--- src/rtl/nest_idx_pkg.sv ---
package nest_idx_pkg;
  // Level that feeds address bit 0 (fastest loop).
  localparam int unsigned NIDX_POL_LEVEL = 0;
  // Number of flops in the reset release synchronizer.
  localparam int unsigned NIDX_RST_STAGES = 2;

  typedef enum logic {
    NIDX_KEEP = 1'b0,
    NIDX_MOVE = 1'b1
  } nidx_adv_e;
endpackage

--- src/rtl/nest_idx_rst_sync.sv ---
module nest_idx_rst_sync #(
  parameter int unsigned STAGES = 2
) (
  input  logic clk,
  input  logic rst_n,
  output logic rst_sync_n
);
  logic [STAGES-1:0] sync_q;
  logic [STAGES-1:0] sync_d;

  always_comb begin
    sync_d = {sync_q[STAGES-2:0], 1'b1};
  end

  always_ff @(posedge clk or negedge rst_n) begin
    if (!rst_n) sync_q <= '0;
    else        sync_q <= sync_d;
  end

  assign rst_sync_n = sync_q[STAGES-1];
endmodule

--- src/rtl/nest_idx_level.sv ---
module nest_idx_level
  import nest_idx_pkg::*;
#(
  parameter int unsigned      CNT_W = 20,
  parameter logic [CNT_W-1:0] START = '0,
  parameter logic [CNT_W-1:0] STOP  = 2,
  parameter logic [CNT_W-1:0] STEP  = 1
) (
  input  logic             clk,
  input  logic             rst_n,
  input  nidx_adv_e        adv,
  output logic [CNT_W-1:0] cnt,
  output logic             at_last
);
  logic [CNT_W-1:0] cnt_q;
  logic [CNT_W-1:0] cnt_d;
  logic [CNT_W:0]   sum;

  // One extra bit so the stop comparison cannot overflow.
  always_comb begin
    sum     = {1'b0, cnt_q} + {1'b0, STEP};
    at_last = (sum >= {1'b0, STOP});
    cnt_d   = cnt_q;
    if (adv == NIDX_MOVE) begin
      if (at_last) cnt_d = START;
      else         cnt_d = sum[CNT_W-1:0];
    end
  end

  always_ff @(posedge clk or negedge rst_n) begin
    if (!rst_n) cnt_q <= START;
    else        cnt_q <= cnt_d;
  end

  assign cnt = cnt_q;
endmodule

--- src/rtl/nest_idx_tag_reg.sv ---
module nest_idx_tag_reg
  import nest_idx_pkg::*;
#(
  parameter int unsigned NUM_LEVELS = 3,
  parameter int unsigned CNT_W      = 20,
  parameter int unsigned DATA_W     = 16,
  parameter int unsigned BEAM_BITS  = 7,
  localparam int unsigned TAG_W     = NUM_LEVELS*CNT_W,
  localparam int unsigned ADDR_W    = BEAM_BITS+1,
  localparam int unsigned BEAM_LSB  = (NUM_LEVELS-1)*CNT_W,
  localparam int unsigned POL_LSB   = NIDX_POL_LEVEL*CNT_W
) (
  input  logic              clk,
  input  logic              rst_n,
  input  logic              in_valid,
  input  logic [DATA_W-1:0] in_data,
  input  logic [TAG_W-1:0]  cnt_flat,
  output logic              out_valid,
  output logic [DATA_W-1:0] out_data,
  output logic [TAG_W-1:0]  out_count,
  output logic [ADDR_W-1:0] out_addr
);
  logic              vld_q, vld_d;
  logic [DATA_W-1:0] dat_q, dat_d;
  logic [TAG_W-1:0]  tag_q, tag_d;
  logic [ADDR_W-1:0] adr_q, adr_d;

  always_comb begin
    vld_d = in_valid;
    dat_d = dat_q;
    tag_d = tag_q;
    adr_d = adr_q;
    if (in_valid) begin
      dat_d = in_data;
      tag_d = cnt_flat;
      adr_d = {cnt_flat[BEAM_LSB +: BEAM_BITS], cnt_flat[POL_LSB]};
    end
  end

  always_ff @(posedge clk or negedge rst_n) begin
    if (!rst_n) begin
      vld_q <= 1'b0;
      dat_q <= '0;
      tag_q <= '0;
      adr_q <= '0;
    end else begin
      vld_q <= vld_d;
      dat_q <= dat_d;
      tag_q <= tag_d;
      adr_q <= adr_d;
    end
  end

  assign out_valid = vld_q;
  assign out_data  = dat_q;
  assign out_count = tag_q;
  assign out_addr  = adr_q;
endmodule

--- src/rtl/nest_idx_tagger.sv ---
module nest_idx_tagger
  import nest_idx_pkg::*;
#(
  parameter int unsigned NUM_LEVELS = 3,
  parameter int unsigned CNT_W      = 20,
  parameter int unsigned DATA_W     = 16,
  parameter int unsigned BEAM_BITS  = 7,
  parameter logic [NUM_LEVELS*CNT_W-1:0] LVL_START = '0,
  parameter logic [NUM_LEVELS*CNT_W-1:0] LVL_STOP  = {20'd88, 20'd100, 20'd2},
  parameter logic [NUM_LEVELS*CNT_W-1:0] LVL_STEP  = {20'd1, 20'd1, 20'd1},
  localparam int unsigned TAG_W  = NUM_LEVELS*CNT_W,
  localparam int unsigned ADDR_W = BEAM_BITS+1
) (
  input  logic              clk,
  input  logic              rst_n,
  input  logic              in_valid,
  input  logic [DATA_W-1:0] in_data,
  output logic              out_valid,
  output logic [DATA_W-1:0] out_data,
  output logic [TAG_W-1:0]  out_count,
  output logic [ADDR_W-1:0] out_addr
);
  logic                  rst_sync_n;
  logic [NUM_LEVELS:0]   carry;
  logic [NUM_LEVELS-1:0] last;
  logic [TAG_W-1:0]      cnt_flat;

  nest_idx_rst_sync #(.STAGES(NIDX_RST_STAGES)) u_rst_sync (
    .clk        (clk),
    .rst_n      (rst_n),
    .rst_sync_n (rst_sync_n)
  );

  // Carry ripples outward: level k moves when all inner levels wrap.
  assign carry[0] = in_valid;

  for (genvar k = 0; k < NUM_LEVELS; k++) begin : g_level
    nidx_adv_e adv;
    assign adv        = carry[k] ? NIDX_MOVE : NIDX_KEEP;
    assign carry[k+1] = carry[k] & last[k];

    nest_idx_level #(
      .CNT_W (CNT_W),
      .START (LVL_START[k*CNT_W +: CNT_W]),
      .STOP  (LVL_STOP [k*CNT_W +: CNT_W]),
      .STEP  (LVL_STEP [k*CNT_W +: CNT_W])
    ) u_level (
      .clk     (clk),
      .rst_n   (rst_sync_n),
      .adv     (adv),
      .cnt     (cnt_flat[k*CNT_W +: CNT_W]),
      .at_last (last[k])
    );
  end

  logic unused_carry;
  assign unused_carry = carry[NUM_LEVELS];

  nest_idx_tag_reg #(
    .NUM_LEVELS (NUM_LEVELS),
    .CNT_W      (CNT_W),
    .DATA_W     (DATA_W),
    .BEAM_BITS  (BEAM_BITS)
  ) u_tag_reg (
    .clk       (clk),
    .rst_n     (rst_sync_n),
    .in_valid  (in_valid),
    .in_data   (in_data),
    .cnt_flat  (cnt_flat),
    .out_valid (out_valid),
    .out_data  (out_data),
    .out_count (out_count),
    .out_addr  (out_addr)
  );
endmodule

--- config.mk ---
export PLATFORM = sky130hd
export DESIGN_NAME = nest_idx_tagger
export DESIGN_NICKNAME = d
export VERILOG_FILES = /design/src/rtl/nest_idx_pkg.sv /design/src/rtl/nest_idx_rst_sync.sv /design/src/rtl/nest_idx_level.sv /design/src/rtl/nest_idx_tag_reg.sv /design/src/rtl/nest_idx_tagger.sv
export SDC_FILE = /design/constraint.sdc
export NUM_CORES = 1
export LEC_CHECK = 0
export CORE_MARGIN = 4
export CORE_UTILIZATION = 55
export CTS_CLUSTER_DIAMETER = 30
export DETAILED_ROUTE_END_ITERATION = 10
export HOLD_SLACK_MARGIN = 0.08
export PLACE_DENSITY = 0.89
export REMOVE_ABC_BUFFERS = 1
export SYNTH_ARGS = -nofsm -noshare
export SYNTH_HDL_FRONTEND = slang
export SYNTH_HIERARCHICAL = 1
export SYNTH_SLANG_ARGS = --single-unit
--- constraint.sdc ---
create_clock -name clk -period 12.9 [get_ports clk]
set_input_delay 2.58 -clock clk [delete_from_list [all_inputs] [get_ports clk]]
set_output_delay 2.58 -clock clk [all_outputs]
set_load 0.02 [all_outputs]
# Word-level counts from Yosys, hierarchy flattened
# Cells that the tools add are included.
[op_classes] bitwise_logic=2 n_lt_le_gt_ge=3 n_addsub=3 n_mux=6
[ops] op="20-bit by 1-bit adder with 21-bit output, second input constant" n=3
[ops] op="20-bit two-way mux" n=3
[ops] op="21-bit by 7-bit >= comparator with 1-bit output, second input constant" n=2
[ops] op="21-bit by 2-bit >= comparator with 1-bit output, second input constant" n=1
[ops] op="1-bit two-way mux" n=3
[ops] op="1-bit AND" n=2
[word_totals] out_inout_bits=85 ff_bits=147 word_cells=22

# Longest topological paths before layout
# Gate-level depths: netlist (run 1).
[logic_depth] depth_word=5 mapped_depth=13 depth_no_buf=11

# Hierarchy
# Netlist (run 1), hierarchy kept.
[by_module_without_submodules] mod="nest_idx_tag_reg" area_each_um2=3060.4 n_inst=1 cells_each=169
[by_module_without_submodules] mod="nest_idx_level at g_level[2].u_level" area_each_um2=1301.2 n_inst=1 cells_each=131
[by_module_without_submodules] mod="nest_idx_level at g_level[1].u_level" area_each_um2=1159.9 n_inst=1 cells_each=126
[by_module_without_submodules] mod="nest_idx_level at g_level[0].u_level" area_each_um2=1101.1 n_inst=1 cells_each=106
[by_module_without_submodules] mod="nest_idx_rst_sync" area_each_um2=53.8 n_inst=1 cells_each=3
[by_module_without_submodules] mod="nest_idx_tagger" area_each_um2=12.5 n_inst=1 cells_each=2

# Worst setup path after synthesis (run 1)
# Ideal clock, no wire load.
[synth_path] path_type="input to register" startpoint="in in_valid" endpoint="reg g_level[2].u_level.cnt_q[3]" path_buffers=1 path_stages=5 arrival_time_ns=3.390 slack_ns=9.434 t_required_ns=12.824 cell_sequence="and3_1 buf_6 nand4_1 a2111o_1 o21ai_1"
[synth_via] elab_chain_len=3
[synth_lines] element="start: declaration" line_no="nest_idx_tagger.sv:16" rtl="input logic in_valid,"
[synth_lines] element="1-bit AND (2 in series)" line_no="nest_idx_tagger.sv:40" rtl="assign carry[k+1] = carry[k] & last[k];"
[synth_lines] element="1-bit two-way mux" line_no="nest_idx_tagger.sv:39" rtl="assign adv = carry[k] ? NIDX_MOVE : NIDX_KEEP;"
[synth_lines] element="end signal: assignment" line_no="nest_idx_level.sv:32" rtl="else cnt_q <= cnt_d;"
[synth_lines] element="end: declaration" line_no="nest_idx_level.sv:15" rtl="logic [CNT_W-1:0] cnt_q;"
# Every way passes these cells.
# A chain may end at the register's enable or synchronous reset.

# Final worst setup path (run 1)
[layout_path] startpoint="in in_valid" endpoint="reg g_level[2].u_level.cnt_q[5]"
[layout_via] elab_chain_len=3
[layout_lines] element="1-bit AND (2 in series)" line_no="nest_idx_tagger.sv:40"
[layout_lines] element="1-bit two-way mux" line_no="nest_idx_tagger.sv:39"
[layout_lines] element="net g_level[2].adv" line_no="nest_idx_tagger.sv:38" rtl="nidx_adv_e adv;"
# The timed path passes the listed nets, and every way through them passes these cells.

==> results.yml, run 1 <==
setup_path:
  crit_chain: "buf_4, and3_1, nand3_1, a2111o_1, o21ai_1"
  cpMaxStageDelayCell: "and3_1"
  critPathMaxStageDelay_ns: 0.90
  critPathCaptureType: "register"
  startpoint_type: "input pin"
  critical_path_class: "in2reg"
  critical_path.max_fanout: 28
  required_ns: 13.23
  cp.arrival_ns: 4.63
power_and_ir_drop:
  total_power_w: 0.00128
  max-vdd-ir-drop_v: 0.000112
  power.leakage_nw: 3.67
  p_per_area_mw_per_mm2: 155
floorplan:
  io-pin-count: 104
  die-area_mm2: 0.0140
  die_x_um: 118
  die-height_um: 118
  core_area_mm2: 0.0120
  start_util_pct: 55.9
  num_rows: 40
synth:
  syn_inst: 537
  ys_warn_count: 6
  synth_edf_count: 0
  syn_avg_cell_area_um2: 12.5
  async_reset_ff_share_pct: 100
  synth_cell_types: 83
  synth.ff_latch_count: 139
  synth_ff_type: "dfrtp_1"
  syn-cell-area_mm2: 0.00669
  synth.yosys.seq_area_share_pct: 52.0
layout:
  final_util_pct: 68.9
  mostFrequentLayoutCells: "138 x dfrtp_1, 102 x clkdlybuf4s50_1, 47 x nor2b_1"
  mostFrequentLayoutCell: "dfrtp_1"
  finalNonFillerCells: 790
  area_growth_pct: 23.2
  final_nets: 657
  diodes: 0
  drive_gt1_share_pct: 21.3
timing:
  worstMarginPinSlew_ns: 1.07
  grt_setup_unrepaired: "no"
  hold_viol_final: 0
  slew_headroom_pct: 27.9
  fin_crit_ns: 4.30
  clock_skew_ns: 0.00689
  timing.hold.ws_ns: 0.352
  tns_ns: 0
  setup_viol: 0
  max_freq_mhz: 232
  slew_viol_final: 0
  timing.final.crit_share_pct: 33.4
clocking:
  cts_tree: "built"
  cts_max_level: 4
  clk_pin_slew_worst_paths_ns: 0.05
  clockBufferDepth: 2
  post_cts_buffers: 0
  cts_sinks: 139
  numCtsBuffers: 17
  cts_root_buffer: "clkbuf_16"
  cts_resized: 0
  clk_latency_ns: 0.41
  hold_buffers: 0
place:
  portBuffers: 103
  dp.cells: 762
  hpwlAfterDp_um: 9230
  place_congestion: 0.901
hold_path:
  hp-class: "reg2reg"
global_routing:
  overflow: 0
  antenna_found_initial: 0
  grt_pass1_wl_um: 23700
  grt_max_degree: 75
  grt_pass1_vias: 4714
  grt_usage_pct: 20.7
routing:
  vias: 4574
  routedWlPerCell_um: 17.4
  wl_met1_um: 5990
  wl_met3_um: 884
  drc: 0
  wl_met2_um: 6760
  postRouteAntennaNets: 0
  dr.pass1.iters: 4
  wl_um: 13800
  drt_iter0_drc: 271
  viasPerCell: 5.79
  top_layer_used: "met4"
status:
  status: "complete, no violations"
run:
  drv_cap: 0
==> cells in the mapped netlist (all sizes together), types with 2 or more instances <==
| library cell | n | area share (%) |
|---|---|---|
| a2111o | 3 | 0.51 |
| a2111oi | 3 | 0.39 |
| a211o | 2 | 0.28 |
| a21boi | 3 | 0.45 |
| a22oi | 2 | 0.30 |
| a31o | 2 | 0.26 |
| a31oi | 3 | 0.28 |
| a41o | 2 | 0.30 |
| and2 | 4 | 0.39 |
| and3 | 8 | 0.77 |
| and3b | 2 | 0.26 |
| and4 | 4 | 0.54 |
| and4b | 2 | 0.30 |
| buf | 22 | 2.8 |
| clkbuf | 5 | 0.28 |
| dfrtp | 139 | 52 |
| ha | 4 | 0.75 |
| inv | 16 | 0.90 |
| mux2 | 79 | 16 |
| mux2i | 2 | 0.30 |
| nand2 | 19 | 1.1 |
| nand2b | 4 | 0.37 |
| nand3 | 25 | 2.1 |
| nand4 | 16 | 2.0 |
| nor2 | 24 | 1.4 |
| nor2b | 47 | 4.4 |
| nor3 | 18 | 1.5 |
| nor3b | 3 | 0.34 |
| nor4 | 11 | 1.9 |
| o21a | 2 | 0.22 |
| o21ai | 19 | 1.6 |
| o22a | 2 | 0.26 |
| o22ai | 3 | 0.37 |
| o31ai | 2 | 0.22 |
| o32a | 2 | 0.30 |
| o41ai | 2 | 0.37 |
| or2 | 2 | 0.19 |
| or2b | 2 | 0.24 |
| xnor2 | 11 | 1.4 |
==> sequential cells by signal (all words and copies together) (netlist names) <==
register,cells
g_level.u_level/cnt,60
u_tag_reg/out_count,60
u_tag_reg/out_data,16
u_tag_reg/out_valid,1
u_rst_sync/sync_q,2
==> power breakdown <==
part | internal, W | switching, W | total, W
sequential | 0.000479 | 0.0000611 | 0.000540
clock | 0.000275 | 0.000165 | 0.000440
combinational | 0.000145 | 0.000150 | 0.000296
==> worst paths after layout <==
check | start | end | slack (ns) | depth (start not counted)
worst min-delay path | u_rst_sync/sync_q[0] | u_rst_sync/sync_q[1] | 0.35 | 0
max in group asynchronous | rst_n | u_rst_sync/sync_q[1] | 10.44 | 1
worst max register to register | g_level[1].u_level/cnt[1] | g_level[2].u_level/cnt[6] | 8.81 | 11
min in group asynchronous | u_rst_sync/sync_q[1] | u_tag_reg/out_count[55] | 0.42 | 0
worst max-delay path | in_valid | g_level[2].u_level/cnt[5] | 8.60 | 5
worst min register to register | u_rst_sync/sync_q[0] | u_rst_sync/sync_q[1] | 0.35 | 0
==> cells by family (layout without fill, tap and decap cells) <==
kind of cell | Yosys count | in the layout | share of synthesized area [%]
fa+ha+maj | 4 | 4 | 0.748
xor+xnor | 12 | 12 | 1.57
simple gates | 194 | 194 | 18.3
compound gates | 63 | 63 | 7.52
buf+inv | 43 | 149 | 4.00
flops | 139 | 139 | 52.0
other cells | 1 | 1 | 0.0561
mux | 81 | 81 | 15.8
==> per-layer routing <==
layer,track usage [%],vias to the layer above
met3,6.65,14
met1,26.7,2285
met5,0,-
met2,33.6,137
li1,-,2138
met4,5.86,0
==> critical path, delay by kind of cell <==
kind / cells / cell delay (ns)
compound gates: 2 / 0.54
buf+inv: 1 / 0.40
simple gates: 2 / 1.09
==> per-stage QoR <==
step           area (um^2)  setup WS (ns)
2_1_floorplan         6480           8.74
3_3_place_gp          7710           8.32
3_5_place_dp          7710           8.19
4_1_cts               8240           8.63
5_1_grt               8240           8.44
6_report              8240           8.60
==> final cells by class <==
type,instances,area (um^2)
multi-input cells,355,2940
inverters,16,60.1
flip-flops and latches,139,3480
repair buffers,105,1040
clock inverters,3,40.0
well taps,147,184
fillers,849,3720
clock buffers,25,485
(Power assumes the default switching activity.)
==> inputs of run 2 (changes only) <==
--- a/config.mk
+++ b/config.mk
@@ -6,11 +6,11 @@
 export NUM_CORES = 1
 export LEC_CHECK = 0
 export CORE_MARGIN = 4
-export CORE_UTILIZATION = 55
+export CORE_UTILIZATION = 54
 export CTS_CLUSTER_DIAMETER = 30
 export DETAILED_ROUTE_END_ITERATION = 10
 export HOLD_SLACK_MARGIN = 0.08
-export PLACE_DENSITY = 0.89
+export PLACE_DENSITY = 0.88
 export REMOVE_ABC_BUFFERS = 1
 export SYNTH_ARGS = -nofsm -noshare
 export SYNTH_HDL_FRONTEND = slang
==> constraint.sdc (replaced) <==
create_clock -name clk -period 4.2 [get_ports clk]
set_input_delay 0.84 -clock clk [delete_from_list [all_inputs] [get_ports clk]]
set_output_delay 0.84 -clock clk [all_outputs]
set_load 0.02 [all_outputs]
==> run 2 against run 1 <==
- sequential power grew to 3.1 times the previous value
- clock power grew to 3.6 times the previous value
- critical path type is now reg2reg
- die area is 1.7% higher
- first-iteration DRC count is 1.1% higher
- highest routed layer unchanged
==> results.yml, run 2 (same netlist as run 1, synthesis figures left out) <==
status:
  status: "complete, no violations"
global_routing:
  grt_max_degree: 62
  grt_usage_pct: 20.7
  overflow: 0
  antenna_found_initial: 0
  grt_pass1_wl_um: 23800
  grt_pass1_vias: 4768
place:
  place_congestion: 0.868
  hpwlAfterDp_um: 9150
  dp.cells: 787
  portBuffers: 103
layout:
  mostFrequentLayoutCells: "138 x dfrtp_1, 102 x clkdlybuf4s50_1, 47 x nor2b_1"
  nFillCells: 839
  diodes: 0
  area_growth_pct: 25.8
  final_nets: 661
  drive_gt1_share_pct: 22.9
  mostFrequentLayoutCell: "dfrtp_1"
  finalNonFillerCells: 819
hold_path:
  min_from: "u_rst_sync/sync_q[0]"
  hp-class: "reg2reg"
  holdPathEnd: "u_rst_sync/sync_q[1]"
  whs_path_depth: 0
setup_path:
  critPathCaptureType: "register"
  critical_path_class: "reg2reg"
  r2r-end: "g_level[2].u_level/cnt[3]"
  startpoint_type: "register"
  cp.arrival_ns: 3.67
  critical_path.max_fanout: 11
  worst-r2r-cell-count: 12
  required_ns: 4.53
  reg2reg_slack_ns: 0.87
  r2r_start: "g_level[1].u_level/cnt[1]"
timing:
  hold_viol_final: 0
  grt_setup_unrepaired: "no"
  fin_crit_ns: 3.33
  setup_viol: 0
  timing.final.crit_share_pct: 79.3
  slew_viol_final: 0
  max_freq_mhz: 300
  slew_headroom_pct: 38.2
  worstMarginPinSlew_ns: 0.927
  clock_skew_ns: 0.0107
  tns_ns: 0
clocking:
  cts_max_level: 4
  clockBufferDepth: 2
  hold_buffers: 0
  cts_sinks: 139
  cts_tree: "built"
  post_cts_buffers: 0
  numCtsBuffers: 17
  cts_root_buffer: "clkbuf_16"
  cts_resized: 0
  clk_latency_ns: 0.42
  clk_pin_slew_worst_paths_ns: 0.06
routing:
  routedWlPerCell_um: 17.1
  drt_iter0_drc: 274
  viasPerCell: 5.68
  wl_um: 14000
  postRouteAntennaNets: 0
  dr.pass1.iters: 5
  vias: 4652
  drc: 0
floorplan:
  io-pin-count: 104
  core_area_mm2: 0.0121
  die-area_mm2: 0.0142
  start_util_pct: 55.5
  num_rows: 40
  die_x_um: 119
  die-height_um: 119
power_and_ir_drop:
  total_power_w: 0.00418
  power.leakage_nw: 3.76
  p_per_area_mw_per_mm2: 497
  max-vdd-ir-drop_v: 0.000311
run:
  drv_cap: 0
==> run 2: worst max path at each step <==
stage / from / end / slack (ns) / cells after the start
after CTS: g_level[1].u_level/cnt[1] / g_level[2].u_level/cnt[3] / 0.91 / 12
after global placement: g_level[0].u_level/cnt[0] / g_level[1].u_level/cnt[2] / 1.07 / 11
final: g_level[1].u_level/cnt[1] / g_level[2].u_level/cnt[3] / 0.87 / 12
after global routing: g_level[0].u_level/cnt[0] / g_level[1].u_level/cnt[2] / 0.53 / 11
after floorplan: u_rst_sync/sync_q[1] / g_level[0].u_level/cnt[0] / 0.04 / 0
after detailed placement: g_level[1].u_level/cnt[0] / g_level[2].u_level/cnt[3] / 0.94 / 12
==> run 2: layout make-up <==
| class | instances | area, um^2 | share of cell area, % |
|---|---|---|---|
| Clock buffer | 22 | 484 | 5.75 |
| Clock inverter | 10 | 161 | 1.92 |
| Inverter | 16 | 60.1 | 0.714 |
| Multi-Input combinational cell | 355 | 2940 | 35.0 |
| Sequential cell | 139 | 3480 | 41.4 |
| Tap cell | 168 | 210 | 2.50 |
| Timing Repair Buffer | 109 | 1070 | 12.8 |
==> run 2: power by group <==
part           internal (W)  leakage [nW]  total [W]  switching (W)
clock               0.00106         0.320    0.00160       0.000543
sequential          0.00147          1.83    0.00166       0.000192
combinational      0.000455          1.61   0.000920       0.000465
==> run 2: critical path, cell delays in order, from the launching register on <==
cell	delay, ns
dfrtp_1	0.43
ha_1	0.31
nand4_1	0.24
nor3_2	0.30
mux2_1	0.35
a41oi_1	0.19
nor4_2	0.08
buf_4	0.18
inv_1	0.05
and3_1	0.44
nand4_1	0.15
a2111o_1	0.43
o21ai_1	0.09
==> run 2: through the flow <==
stage / util (%) / hold WS [ns] / setup slack [ns] / cell area [um^2]
2_1_floorplan: - / 0.331 / 0.0405 / 6480
3_3_place_gp: 64.4 / 0.336 / 1.07 / 7770
3_5_place_dp: 64.4 / 0.336 / 0.936 / 7770
4_1_cts: 69.8 / 0.348 / 0.909 / 8410
5_1_grt: 69.8 / 0.370 / 0.533 / 8410
6_report: 69.8 / 0.349 / 0.867 / 8410
==> run 2: layer usage <==
layer	GRT usage (%)	vias up	wire (um)
li1	-	2144	-
met1	26.5	2303	6060
met2	33.4	175	6910
met3	6.32	30	815
met4	7.16	0	227
met5	0	-	0
==> inputs of run 3 (changes only) <==
--- a/config.mk
+++ b/config.mk
@@ -6,11 +6,11 @@
 export NUM_CORES = 1
 export LEC_CHECK = 0
 export CORE_MARGIN = 4
-export CORE_UTILIZATION = 54
+export CORE_UTILIZATION = 49
 export CTS_CLUSTER_DIAMETER = 30
 export DETAILED_ROUTE_END_ITERATION = 10
 export HOLD_SLACK_MARGIN = 0.08
-export PLACE_DENSITY = 0.88
+export PLACE_DENSITY = 0.85
 export REMOVE_ABC_BUFFERS = 1
 export SYNTH_ARGS = -nofsm -noshare
 export SYNTH_HDL_FRONTEND = slang
==> constraint.sdc (replaced) <==
create_clock -name clk -period 2.9 [get_ports clk]
set_input_delay 0.58 -clock clk [delete_from_list [all_inputs] [get_ports clk]]
set_output_delay 0.58 -clock clk [all_outputs]
set_load 0.02 [all_outputs]
==> run 3 against run 2 <==
- clock skew down 0.0043 ns
- sequential share of layout area down 0.49 points
- flip-flop and latch count unchanged
- clock power up 41%
- routed wire length down 1.9%
- worst hold slack worse by 0.016 ns
- fmax up 18%
- global-route usage down 2.2 points
- largest cell class unchanged
- highest routed layer unchanged
==> results.yml, run 3 (same netlist as run 1, synthesis figures left out) <==
run:
  drv_cap: 0
setup_path:
  crit_chain: "ha_2, nand3_1, a2111oi_1, o31a_1, o221ai_1, nor4_2, inv_1, and3_1, or2b_2, o41ai_1, a31o_1"
  worst-r2r-cell-count: 11
  critPathCaptureType: "register"
  r2r_start: "g_level[1].u_level/cnt[1]"
  reg2reg_slack_ns: 0.08
  r2r-end: "g_level[2].u_level/cnt[6]"
  critical_path_class: "reg2reg"
  startpoint_type: "register"
  critical_path.max_fanout: 7
  crit_start: "g_level[1].u_level/cnt[1]"
  critPathMaxStageDelay_ns: 0.51
  cp.arrival_ns: 3.17
  required_ns: 3.26
  cpMaxStageDelayCell: "a2111oi_1"
layout:
  nFillCells: 984
  area_growth_pct: 27.3
  drive_gt1_share_pct: 24.7
  final_util_pct: 64.0
  mostFrequentLayoutCells: "138 x dfrtp_1, 102 x clkdlybuf4s50_1, 47 x nor2b_1"
  final_nets: 669
  diodes: 0
  mostFrequentLayoutCell: "dfrtp_1"
  final_cell_area_mm2: 0.00851
place:
  portBuffers: 103
  post_dp_cell_area_mm2: 0.00785
  place_congestion: 0.865
  hpwlAfterDp_um: 9430
clocking:
  cts_sinks: 139
  cts_root_buffer: "clkbuf_16"
  cts_max_level: 4
  numCtsBuffers: 17
  clockBufferDepth: 2
  clk_latency_ns: 0.42
  cts_tree: "built"
  clk_pin_slew_worst_paths_ns: 0.06
global_routing:
  grt_pass1_vias: 4689
  antenna_found_initial: 0
  grt_usage_pct: 18.4
  grt_max_degree: 61
  overflow: 0
  grt_pass1_wl_um: 23700
floorplan:
  start_util_pct: 50.3
  die-height_um: 125
  core_area_mm2: 0.0133
  num_rows: 42
  die_x_um: 125
  io-pin-count: 104
  die-area_mm2: 0.0156
timing:
  slew_viol_final: 0
  worstMarginPinSlew_ns: 0.680
  fin_crit_ns: 2.82
  slew_headroom_pct: 54.7
  setup_viol: 0
  hold_viol_final: 0
  max_freq_mhz: 355
  timing.final.crit_share_pct: 97.1
  clock_skew_ns: 0.00645
hold_path:
  hp-class: "in2async"
routing:
  wl_um: 13700
  routedWlPerCell_um: 16.5
  drc: 0
  drt_iter0_drc: 269
  dr.pass1.iters: 4
  postRouteAntennaNets: 0
  vias: 4676
  viasPerCell: 5.61
status:
  status: "complete, no violations"
power_and_ir_drop:
  power.share.combinational_pct: 23.2
  max-vdd-ir-drop_v: 0.000467
  p_sw_w: 0.00174
  p_per_area_mw_per_mm2: 710
  total_power_w: 0.00604
  pwr-share-seq_pct: 39.4
  clkPwrFrac_pct: 37.4
  power.leakage_nw: 3.78
  swShare_pct: 28.8
  intPower_w: 0.00431
==> run 3: changes by cell type in the layout (fill, tap and decap cells not counted), sizes merged <==
cell	delta
clkinv	-2
clkbuf	-2
buf	+8
clkinvlp	+2
==> run 3: layout make-up <==
| class | count | area (um^2) | area share [%] |
|---|---|---|---|
| timing repair buffer | 117 | 1160 | 13.6 |
| clock inverter | 10 | 166 | 1.95 |
| sequential | 139 | 3480 | 40.9 |
| tap | 176 | 220 | 2.59 |
| inverter | 16 | 60.1 | 0.705 |
| clock buffer | 20 | 457 | 5.36 |
| multi-input combinational | 355 | 2970 | 34.9 |
==> run 3: worst max-delay path by stage <==
stage / end / depth (start not counted) / slack [ns]
global placement: g_level[1].u_level/cnt[2] / 11 / 0.17
finish: g_level[2].u_level/cnt[6] / 11 / 0.08
CTS: g_level[1].u_level/cnt[2] / 11 / 0.04
floorplan: g_level[0].u_level/cnt[0] / 0 / -1.26
global route: g_level[2].u_level/cnt[3] / 11 / -0.10
detailed placement: g_level[1].u_level/cnt[2] / 11 / -0.03
==> run 3: critical path: cells and delay by family, from the launching register on <==
| kind | cells | cell delay, ns |
|---|---|---|
| compound gates | 5 | 1.07 |
| simple gates | 4 | 1.02 |
| flops | 1 | 0.36 |
| fa+ha+maj | 1 | 0.24 |
| buf+inv | 1 | 0.06 |
==> run 3: repair_timing <==
item	CTS	global route
resized for setup	1	7
buffers inserted	0	2
gates cloned	0	0
hold buffers	0	0
pin swaps	0	1
endpoints found under the setup margin	2	25
==> run 3: layer usage <==
| metal | share of wire [%] | track usage, % | up-vias |
|---|---|---|---|
| li1 | - | - | 2170 |
| met1 | 44 | 23.6 | 2344 |
| met2 | 49 | 29.9 | 140 |
| met3 | 5.4 | 5.83 | 22 |
| met4 | 1.5 | 6.06 | 0 |
| met5 | 0 | 0 | - |
==> run 3: stage by stage <==
| step | hold slack [ns] | worst slack, ns | cells | setup TNS [ns] |
|---|---|---|---|---|
| after floorplan | 0.284 | -1.26 | 510 | -173.29 |
| after global placement | 0.337 | 0.168 | 801 | 0 |
| after detailed placement | 0.345 | -0.0250 | 801 | -0.0250 |
| after CTS | 0.316 | 0.0354 | 831 | 0 |
| after global routing | 0.321 | -0.104 | 833 | -0.332 |
| final | 0.333 | 0.0843 | 833 | 0 |
==> run 3: power by group through the flow <==
stage                     clock (W)  combinational (W)  sequential (W)
final                       0.00226            0.00140         0.00238
after global routing        0.00240            0.00151         0.00242
after CTS                   0.00231            0.00140         0.00238
after detailed placement          0            0.00139         0.00241
after global placement            0            0.00136         0.00239
after floorplan                   0           0.000649         0.00256
